`config.mk`:
```
export PLATFORM = sky130hd
export DESIGN_NAME = ccd_hline_timing
export DESIGN_NICKNAME = d
export VERILOG_FILES = /design/src/rtl/ccd_htg_pkg.sv /design/src/rtl/ccd_htg_counter.sv /design/src/rtl/ccd_htg_phase.sv /design/src/rtl/ccd_htg_window.sv /design/src/rtl/ccd_hline_timing.sv
export SDC_FILE = /design/constraint.sdc
export NUM_CORES = 1
export LEC_CHECK = 0
export ABC_AREA = 1
export BUFFER_PORTS_ARGS = -buffer_cell sky130_fd_sc_hd__buf_2
export CAP_MARGIN = 10
export CORE_MARGIN = 1
export CORE_UTILIZATION = 30
export CTS_BUF_LIST = sky130_fd_sc_hd__clkbuf_8 sky130_fd_sc_hd__clkbuf_16
export DETAILED_ROUTE_END_ITERATION = 16
export HOLD_SLACK_MARGIN = 0.03
export PLACE_DENSITY_LB_ADDON = 0.08
export SYNTH_ARGS = -nofsm -noshare
export SYNTH_HDL_FRONTEND = slang
export SYNTH_SLANG_ARGS = --single-unit
```
`constraint.sdc`:
```
create_clock -name clk -period 1.7 [get_ports clk]
set_input_delay 0.085 -clock clk [delete_from_list [all_inputs] [get_ports clk]]
set_output_delay 0.085 -clock clk [all_outputs]
set_load 0.02 [all_outputs]
```
`src/rtl/ccd_htg_pkg.sv`:
```
package ccd_htg_pkg;

   // Order of the position regions along a line.
   typedef enum int {
      RGN_DUMMY     = 0,
      RGN_OBF       = 1,
      RGN_IGN_LEAD  = 2,
      RGN_ACT       = 3,
      RGN_IGN_TRAIL = 4,
      RGN_OBR       = 5
   } rgn_e;

   localparam int RGN_N = 6;

   // Per-clock register and sampling controls.
   typedef struct packed {
      logic h1;
      logic h2;
      logic rg;
      logic s_ref;
      logic s_dat;
   } hclk_t;

endpackage

```
`src/rtl/ccd_htg_counter.sv`:
```
module ccd_htg_counter #(
   parameter int SUBDIV     = 4,
   parameter int LINE_PIX   = 2669,
   parameter int SHORT_NTSC = 1672,
   parameter int SHORT_PAL  = 464,
   parameter int PIX_W      = 12,
   parameter int SUB_W      = 2
) (
   input  logic             clk,
   input  logic             rst_n,
   input  logic             pal_sel,
   input  logic             last_line,
   output logic [PIX_W-1:0] pix,
   output logic [SUB_W-1:0] sub
);

   logic [PIX_W-1:0] len_q;
   logic             arm_q;
   logic             pix_end;
   logic             line_end;

   assign pix_end  = (sub == SUB_W'(SUBDIV - 1));
   assign line_end = pix_end && (pix == len_q);

   always_ff @(posedge clk or negedge rst_n) begin
      if (!rst_n) begin
         pix   <= PIX_W'(1);
         sub   <= '0;
         len_q <= PIX_W'(LINE_PIX);
         arm_q <= 1'b0;
      end else begin
         sub <= pix_end ? '0 : sub + SUB_W'(1);
         if (line_end) begin
            pix   <= PIX_W'(1);
            arm_q <= 1'b0;
            if (arm_q || last_line)
               len_q <= pal_sel ? PIX_W'(SHORT_PAL) : PIX_W'(SHORT_NTSC);
            else
               len_q <= PIX_W'(LINE_PIX);
         end else begin
            if (pix_end)   pix   <= pix + PIX_W'(1);
            if (last_line) arm_q <= 1'b1;
         end
      end
   end

endmodule

```
`src/rtl/ccd_htg_phase.sv`:
```
module ccd_htg_phase
   import ccd_htg_pkg::*;
#(
   parameter int SUBDIV   = 4,
   parameter int SUB_W    = 2,
   parameter bit H1_FIRST = 1'b1
) (
   input  logic [SUB_W-1:0] sub,
   output hclk_t            hc
);

   localparam int HALF = SUBDIV / 2;

   logic first_half;
   assign first_half = (sub < SUB_W'(HALF));

   generate
      if (H1_FIRST) begin : g_h1_lead
         assign hc.h1 = first_half;
      end else begin : g_h2_lead
         assign hc.h1 = !first_half;
      end
   endgenerate

   assign hc.h2    = !hc.h1;
   assign hc.rg    = (sub == '0);
   assign hc.s_ref = (sub == SUB_W'(1));
   assign hc.s_dat = (sub == SUB_W'(SUBDIV - 1));

endmodule

```
`src/rtl/ccd_htg_window.sv`:
```
module ccd_htg_window
   import ccd_htg_pkg::*;
#(
   parameter int PIX_W      = 12,
   parameter int BLANK_PIX  = 364,
   parameter int READ_START = 250,
   parameter int DUMMY_PIX  = 28,
   parameter int OBF_PIX    = 16,
   parameter int IGN_PIX    = 2,
   parameter int ACT_PIX    = 2312,
   parameter int OBR_PIX    = 56
) (
   input  logic [PIX_W-1:0] pix,
   output logic             vxfer_win,
   output logic             win_dummy,
   output logic             win_ob_front,
   output logic             win_ignored,
   output logic             win_active,
   output logic             win_ob_rear
);

   localparam int BND [0:RGN_N] = '{
      READ_START,
      READ_START + DUMMY_PIX,
      READ_START + DUMMY_PIX + OBF_PIX,
      READ_START + DUMMY_PIX + OBF_PIX + IGN_PIX,
      READ_START + DUMMY_PIX + OBF_PIX + IGN_PIX + ACT_PIX,
      READ_START + DUMMY_PIX + OBF_PIX + 2*IGN_PIX + ACT_PIX,
      READ_START + DUMMY_PIX + OBF_PIX + 2*IGN_PIX + ACT_PIX + OBR_PIX
   };

   logic [RGN_N-1:0] in_rng;

   generate
      for (genvar i = 0; i < RGN_N; i++) begin : g_rgn
         assign in_rng[i] = (pix >= PIX_W'(BND[i])) && (pix < PIX_W'(BND[i+1]));
      end
   endgenerate

   assign vxfer_win    = (pix <= PIX_W'(BLANK_PIX));
   assign win_dummy    = in_rng[int'(RGN_DUMMY)];
   assign win_ob_front = in_rng[int'(RGN_OBF)];
   assign win_ignored  = in_rng[int'(RGN_IGN_LEAD)] | in_rng[int'(RGN_IGN_TRAIL)];
   assign win_active   = in_rng[int'(RGN_ACT)];
   assign win_ob_rear  = in_rng[int'(RGN_OBR)];

endmodule

```
`src/rtl/ccd_hline_timing.sv`:
```
module ccd_hline_timing
   import ccd_htg_pkg::*;
#(
   parameter int SUBDIV     = 4,
   parameter int LINE_PIX   = 2669,
   parameter int SHORT_NTSC = 1672,
   parameter int SHORT_PAL  = 464,
   parameter int BLANK_PIX  = 364,
   parameter int READ_START = 250,
   parameter int DUMMY_PIX  = 28,
   parameter int OBF_PIX    = 16,
   parameter int IGN_PIX    = 2,
   parameter int ACT_PIX    = 2312,
   parameter int OBR_PIX    = 56,
   parameter bit H1_FIRST   = 1'b1
) (
   input  logic clk,
   input  logic rst_n,
   input  logic pal_sel,
   input  logic last_line,
   output logic h1,
   output logic h2,
   output logic rg,
   output logic samp_ref,
   output logic samp_data,
   output logic line_start,
   output logic vxfer_win,
   output logic win_dummy,
   output logic win_ob_front,
   output logic win_ignored,
   output logic win_active,
   output logic win_ob_rear
);

   localparam int PIX_W    = $clog2(LINE_PIX + 1);
   localparam int SUB_W    = $clog2(SUBDIV);
   localparam int READ_END = READ_START + DUMMY_PIX + OBF_PIX + 2*IGN_PIX
                             + ACT_PIX + OBR_PIX - 1;

   // Elaboration-time parameter checks
   generate
      if (SUBDIV < 4 || (1 << SUB_W) != SUBDIV) begin : g_bad_subdiv
         $error("SUBDIV must be a power of two of at least 4");
      end
      if (READ_END > LINE_PIX) begin : g_bad_layout
         $error("readout regions exceed the line length");
      end
      if (SHORT_NTSC > LINE_PIX || SHORT_PAL > LINE_PIX || SHORT_PAL < 1 || SHORT_NTSC < 1) begin : g_bad_short
         $error("short line lengths must lie in 1..LINE_PIX");
      end
      if (BLANK_PIX < 1 || BLANK_PIX > LINE_PIX) begin : g_bad_blank
         $error("blanking window out of range");
      end
   endgenerate

   logic [PIX_W-1:0] pix;
   logic [SUB_W-1:0] sub;
   hclk_t            hc;

   ccd_htg_counter #(
      .SUBDIV(SUBDIV), .LINE_PIX(LINE_PIX), .SHORT_NTSC(SHORT_NTSC),
      .SHORT_PAL(SHORT_PAL), .PIX_W(PIX_W), .SUB_W(SUB_W)
   ) u_cnt (
      .clk(clk), .rst_n(rst_n), .pal_sel(pal_sel), .last_line(last_line),
      .pix(pix), .sub(sub)
   );

   ccd_htg_phase #(
      .SUBDIV(SUBDIV), .SUB_W(SUB_W), .H1_FIRST(H1_FIRST)
   ) u_phase (
      .sub(sub), .hc(hc)
   );

   ccd_htg_window #(
      .PIX_W(PIX_W), .BLANK_PIX(BLANK_PIX), .READ_START(READ_START),
      .DUMMY_PIX(DUMMY_PIX), .OBF_PIX(OBF_PIX), .IGN_PIX(IGN_PIX),
      .ACT_PIX(ACT_PIX), .OBR_PIX(OBR_PIX)
   ) u_win (
      .pix(pix), .vxfer_win(vxfer_win), .win_dummy(win_dummy),
      .win_ob_front(win_ob_front), .win_ignored(win_ignored),
      .win_active(win_active), .win_ob_rear(win_ob_rear)
   );

   assign h1         = hc.h1;
   assign h2         = hc.h2;
   assign rg         = hc.rg;
   assign samp_ref   = hc.s_ref;
   assign samp_data  = hc.s_dat;
   assign line_start = (pix == PIX_W'(1)) && (sub == '0);

endmodule

```
# ---- Word-level counts from Yosys, hierarchy flattened
# Cells that the tools add are included.
dict set report word_totals {
  reg_bits 27
  input_bits 4
  mem_count 0
  mem_bits_ro 0
  latchBits 0
  mem_bits_rw 0
  elab_cells 45
}
dict set report op_classes {
  n_eq_ne 4
  reduce_logical 13
  n_bitwise 1
  mux 7
  shift 0
  multipliers 0
  n_addsub 2
  div 0
  n_lt_le_gt_ge 14
}
# operator count
set ops {}
lappend ops {{$ge A12 B9 Y1 const B} 3}
lappend ops {{$lt A12 B12 Y1 const B} 3}
lappend ops {{$lt A12 B9 Y1 const B} 3}
lappend ops {{$mux W12} 3}
lappend ops {{$ge A12 B12 Y1 const B} 2}
lappend ops {{$add A12 B1 Y12 const B} 1}
lappend ops {{$eq A12 B1 Y1 const B} 1}
lappend ops {{$eq A12 B12 Y1} 1}
lappend ops {{$ge A12 B8 Y1 const B} 1}
lappend ops {{$le A12 B9 Y1 const B} 1}
lappend ops {{$mux W11} 1}
lappend ops {{$logic_and A1 B1 Y1} 8}
lappend ops {{$reduce_bool A2 Y1} 2}
lappend ops {{$add A2 B1 Y2 const B} 1}
lappend ops {{$eq A2 B1 Y1 const B} 1}
lappend ops {{$eq A2 B2 Y1 const B} 1}
lappend ops {{$logic_not A2 Y1} 1}
lappend ops {{$lt A2 B2 Y1 const B} 1}
lappend ops {{$mux W1} 2}
lappend ops {{$mux W2} 1}
lappend ops {{$logic_not A1 Y1} 1}
lappend ops {{$logic_or A1 B1 Y1} 1}
lappend ops {{$or A1 B1 Y1} 1}

# ---- Depth between registers and ports, before layout
dict set report depth {
  word_depth 3
  depth_mapped 12
}

# ---- Hierarchy
# A second synthesis with hierarchy kept.
dict set report hier_totals {
  hier_cells 329
  hier_area_um2 1998.2
}
# mod instances seq_area_each_um2 area_each_um2 cells_each
set by_module_without_submodules {}
lappend by_module_without_submodules {ccd_htg_counter 1 530.5 1496.4 224}
lappend by_module_without_submodules {ccd_htg_window 1 0.0 381.6 76}
lappend by_module_without_submodules {ccd_hline_timing 1 0.0 82.6 21}
lappend by_module_without_submodules {ccd_htg_phase 1 0.0 37.5 8}

# ---- Least setup slack after synthesis
# No wires, ideal clock.
dict set report synth_timing {
  path_type {reg-to-output}
  startpoint {register u_cnt.sub[1]}
  endpoint {output port line_start}
  required_time_ps 1615
  t_arrival_ps 1778
  setup_slack_ps -163
  path_stages_with_launch 5
  path_cell_list {dfrtp_1 > inv_1 > ha_1 > nand3_1 > nor4_1}
}
dict set report synth_via {
  elab_chain_len 2
}
# element line_no
set synth_rtl {}
lappend synth_rtl {{from (decl)} ccd_htg_counter.sv:14} ;# output logic [SUB_W-1:0] sub
lappend synth_rtl {{from (signal assigned)} ccd_htg_counter.sv:32} ;# sub <= pix_end ? '0 : sub + SUB_W'(1);
lappend synth_rtl {{$logic_not A2 Y1} n/a}
lappend synth_rtl {{named net rg} ccd_hline_timing.sv:23} ;# output logic rg,
lappend synth_rtl {{$logic_and A1 B1 Y1} ccd_hline_timing.sv:89} ;# assign line_start = (pix == PIX_W'(1)) && (sub == '0);
lappend synth_rtl {{to (decl)} ccd_hline_timing.sv:26} ;# output logic line_start,
# The timed path passes the listed nets, and every way through them passes these cells.

# ---- Worst setup path after layout
dict set report layout_timing {
  startpoint {register u_cnt.pix[0]}
  endpoint {output port win_dummy}
}
dict set report layout_via {
  elab_chain_len 2
  elab_cells_between_ends 3
  classes_between {order compare: 2; reduce/logical: 1}
}
# element line_no
set layout_rtl {}
lappend layout_rtl {{from (decl)} ccd_htg_counter.sv:13} ;# output logic [PIX_W-1:0] pix,
lappend layout_rtl {{from (signal assigned)} ccd_htg_counter.sv:41} ;# if (pix_end) pix <= pix + PIX_W'(1);
lappend layout_rtl {{$ge A12 B8 Y1 / $lt A12 B9 Y1 (equally long branches)} ccd_htg_window.sv:36} ;# assign in_rng[i] = (pix >= PIX_W'(BND[i])) && (pix < PIX_W'(BND[i+1]));
lappend layout_rtl {{$logic_and A1 B1 Y1 *} ccd_htg_window.sv:36}
lappend layout_rtl {{to (decl)} ccd_hline_timing.sv:28} ;# output logic win_dummy,
# Every way passes the cells marked *; elsewhere a longest branch is shown, timed or not.

==> metrics.md <==
| Metric | Value |
|---|---|
| Post-DR wirelength/cell | `13.5 µm` |
| Syn_nets | `283` |
| CTS Buf Count | `3` |
| Family with the most delay on the worst path | `flip-flops` |
| Crit path max fanout | `4` |
| Drt first pass iters | `4` |
| Setup tns final | `0 ns` |
| Commonest non-fill, non-tap cells in the layout | `nand2_1, buf_4, nor2_1` |
| Core area | `0.00554 mm²` |
| Sum of buffers and inverters on the critical path | `2` |
| Die height | `77.9 µm` |
| H-tree Lvls | `1` |
| Initial Util | `31.2%` |
| IO Port Bufs | `15` |
| Die ar. | `0.00608 mm²` |
| Yosys cell types | `32` |
| #FFs+latches synth | `21` |
| DRC | `0` |
| Remaining antenna violation count | `0` |
| Max-cap violations | `0` |
| Largest net degree at the start of global routing | `22` |
| Post-Syn Area | `0.00173 mm²` |
| Final nets | `330` |
| Via count | `1790` |
| RSZ-0062 raised after global routing | `true` |
| Sink Count | `21` |
| Initial drt markers | `149` |
| Vias in the first global route | `1726` |
| Fmax | `604 MHz` |
| Clock transition at the registers of the reported paths | `0.09 ns` |
| IR drop worst, VDD | `0.256 mV` |
| Syn Inst Count | `272` |
| Antenna violations before repair | `0` |
| I/O Pins | `16` |
| Post-route cell area | `0.00230 mm²` |
| Tcrit/Tclk final | `97.4%` |
| Commonest non-fill, non-tap cell in the layout | `nand2_1` |
| Rel. slew slack | `66.9%` |
| GRT Total Usage | `18.6%` |
| Status | `completed` |
| Clock buffer depth | `2` |
| Final-report max-slew violation count | `0` |
| Slowest stage cell, crit path | `dfstp_2` |
| Worst path cell trace | `inv_1 > ha_1 > o211ai_1 > a21boi_1 > buf_4` |
| Routed WL | `5250 µm` |
| Largest area contributor in the netlist | `dfrtp_1` |
| Ant diodes | `0` |
| Largest stage delay, worst path | `0.57 ns` |
| Final hold vios | `0` |
| Yosys warns | `0` |
| Share of layout cells above drive strength 1 | `33.0%` |
| Clock Skew | `0.00137 ns` |
| Die W | `77.9 µm` |
| Post-DP HPWL | `4070 µm` |
| Leak Pwr | `1.15 nW` |
| Site Rows | `27` |
| Number of synthesized flops with an enable pin | `0` |
| RePlAce Congestion | `0.819` |
| Vias per cell | `4.59` |
| Synth-to-layout area growth | `33.0%` |
| Post-DP Area | `0.00194 mm²` |
| Seq/Total Area, Yosys | `30.7%` |
| GRT overflow | `0` |
| Final setup viols | `0` |
| CP Launch Type | `register` |
| Pwr dens | `377 mW/mm²` |
| Post-synth ARST share | `100%` |
| Synth top area share | `24.6%` |
| Synth top area cells | `dfrtp_1, nand2_1, nor2_1, inv_1, dfstp_2` |
| Worst setup EP type | `output port` |
| FILL cells | `606` |
| WS Path Type | `register to output port` |
| Pin slew with the least headroom to its limit | `0.497 ns` |
| Clock latency on the worst-skew pair | `0.26 ns` |
| First-pass GRT wire length | `8630 µm` |
| WP data required | `1.62 ns` |
| Worst hold path class | `primary input to register` |
| Top FF cell, synth | `dfrtp_1` |
| Critical path arrival | `1.57 ns` |
| CTS tree | `done` |
| Syn_area_per_cell | `6.36 µm²` |
| Min Tclk post-route | `1.66 ns` |
| Root Buffer Master | `clkbuf_8` |
==> flip-flops by register name, summed over array words and instances (netlist names) <==
| signal | flops |
|---|---|
| u_cnt.arm_q | 1 |
| u_cnt.len_q | 6 |
| u_cnt.pix | 12 |
| u_cnt.sub | 2 |
==> worst paths after layout <==
check / startpoint / end / slack [ns] / cells after the start
min: pal_sel / u_cnt.len_q[8] / 0.08 / 3
min reg2reg: u_cnt.len_q[6] / u_cnt.len_q[6] / 0.49 / 2
max: u_cnt.pix[0] / win_dummy / 0.04 / 5
max in group asynchronous: rst_n / u_cnt.pix[1] / 1.02 / 2
max reg2reg: u_cnt.pix[0] / u_cnt.arm_q / 0.11 / 9
min in group asynchronous: rst_n / u_cnt.len_q[8] / 0.31 / 2
==> final cells by class <==
type	count	area [µm²]	area share (%)
tap	72	90.1	3.92
clock buffer	3	41.3	1.79
inverter	39	154	6.69
timing repair buffer	48	348	15.1
sequential	21	543	23.6
multi-input combinational	206	1120	48.6
clock inverter	1	7.51	0.326
==> logic make-up (layout without fill, tap and decap cells) <==
family	count (synthesis)	after routing	share of synthesized area [%]
adders and majority gates	7	7	5.06
buffers and inverters	46	91	10.9
xor gates and xnor gates	6	6	3.04
DFF	21	21	30.7
and+or+nand+nor	172	173	43.9
AOI/OAI and AO/OA	20	20	6.44
==> report_power, final <==
group	switching (W)	internal, W
Combinational	0.0000123	0.00000502
Clock	0.000186	0.000166
Sequential	0.0000000000000000000166	0.000499
Total	0.000198	0.000670
==> layer usage <==
metal	share of wire, %	track usage, %	wire, µm
met4	1.3	4.26	66
met5	0	0	0
met2	47	30.6	2460
met3	2.9	2.47	153
met1	49	25.6	2570
==> worst min-delay path: stages <==
cell	delay, ns
buf_2	0.11
nand4_1	0.07
nand2_1	0.05
==> synth_stat cells, types with 2 or more instances <==
cell type,n
o21ai_0,8
clkinv_1,2
nor2_2,2
xor2_1,6
and2_1,2
dfstp_2,4
nand2_2,4
inv_2,6
o211ai_1,2
nand2_1,94
nor3_1,4
a21oi_1,6
dfrtp_1,17
ha_1,7
nand3_1,12
nand4_1,6
inv_1,30
nor2_1,39
nor2_4,2
buf_4,2
o21ai_1,2
buf_2,5
==> stage by stage <==
step                setup WS, ns  hold WS [ns]  total power [W]  std cells  utilization, %
floorplan                 0.0178        -0.211         0.000511        272               -
global placement          0.0452        0.0932         0.000527        362            35.0
detailed placement        0.0814        0.0857         0.000526        362            35.0
CTS                   -0.0000597        0.0899         0.000882        380            38.3
global route             -0.0721         0.112         0.000901        390            41.5
finish                    0.0444        0.0843         0.000868        390            41.5
==> repair_timing <==
action / in CTS / in global routing
buffers inserted: 13 / 9
endpoints found under the hold margin: 17 / 0
hold buffers: 1 / 0
resized for setup: 16 / 30
endpoints found under the setup margin: 7 / 24
cloned: 0 / 1
pin swaps: 1 / 7
No activity file was read; power rests on OpenSTA's default activity.
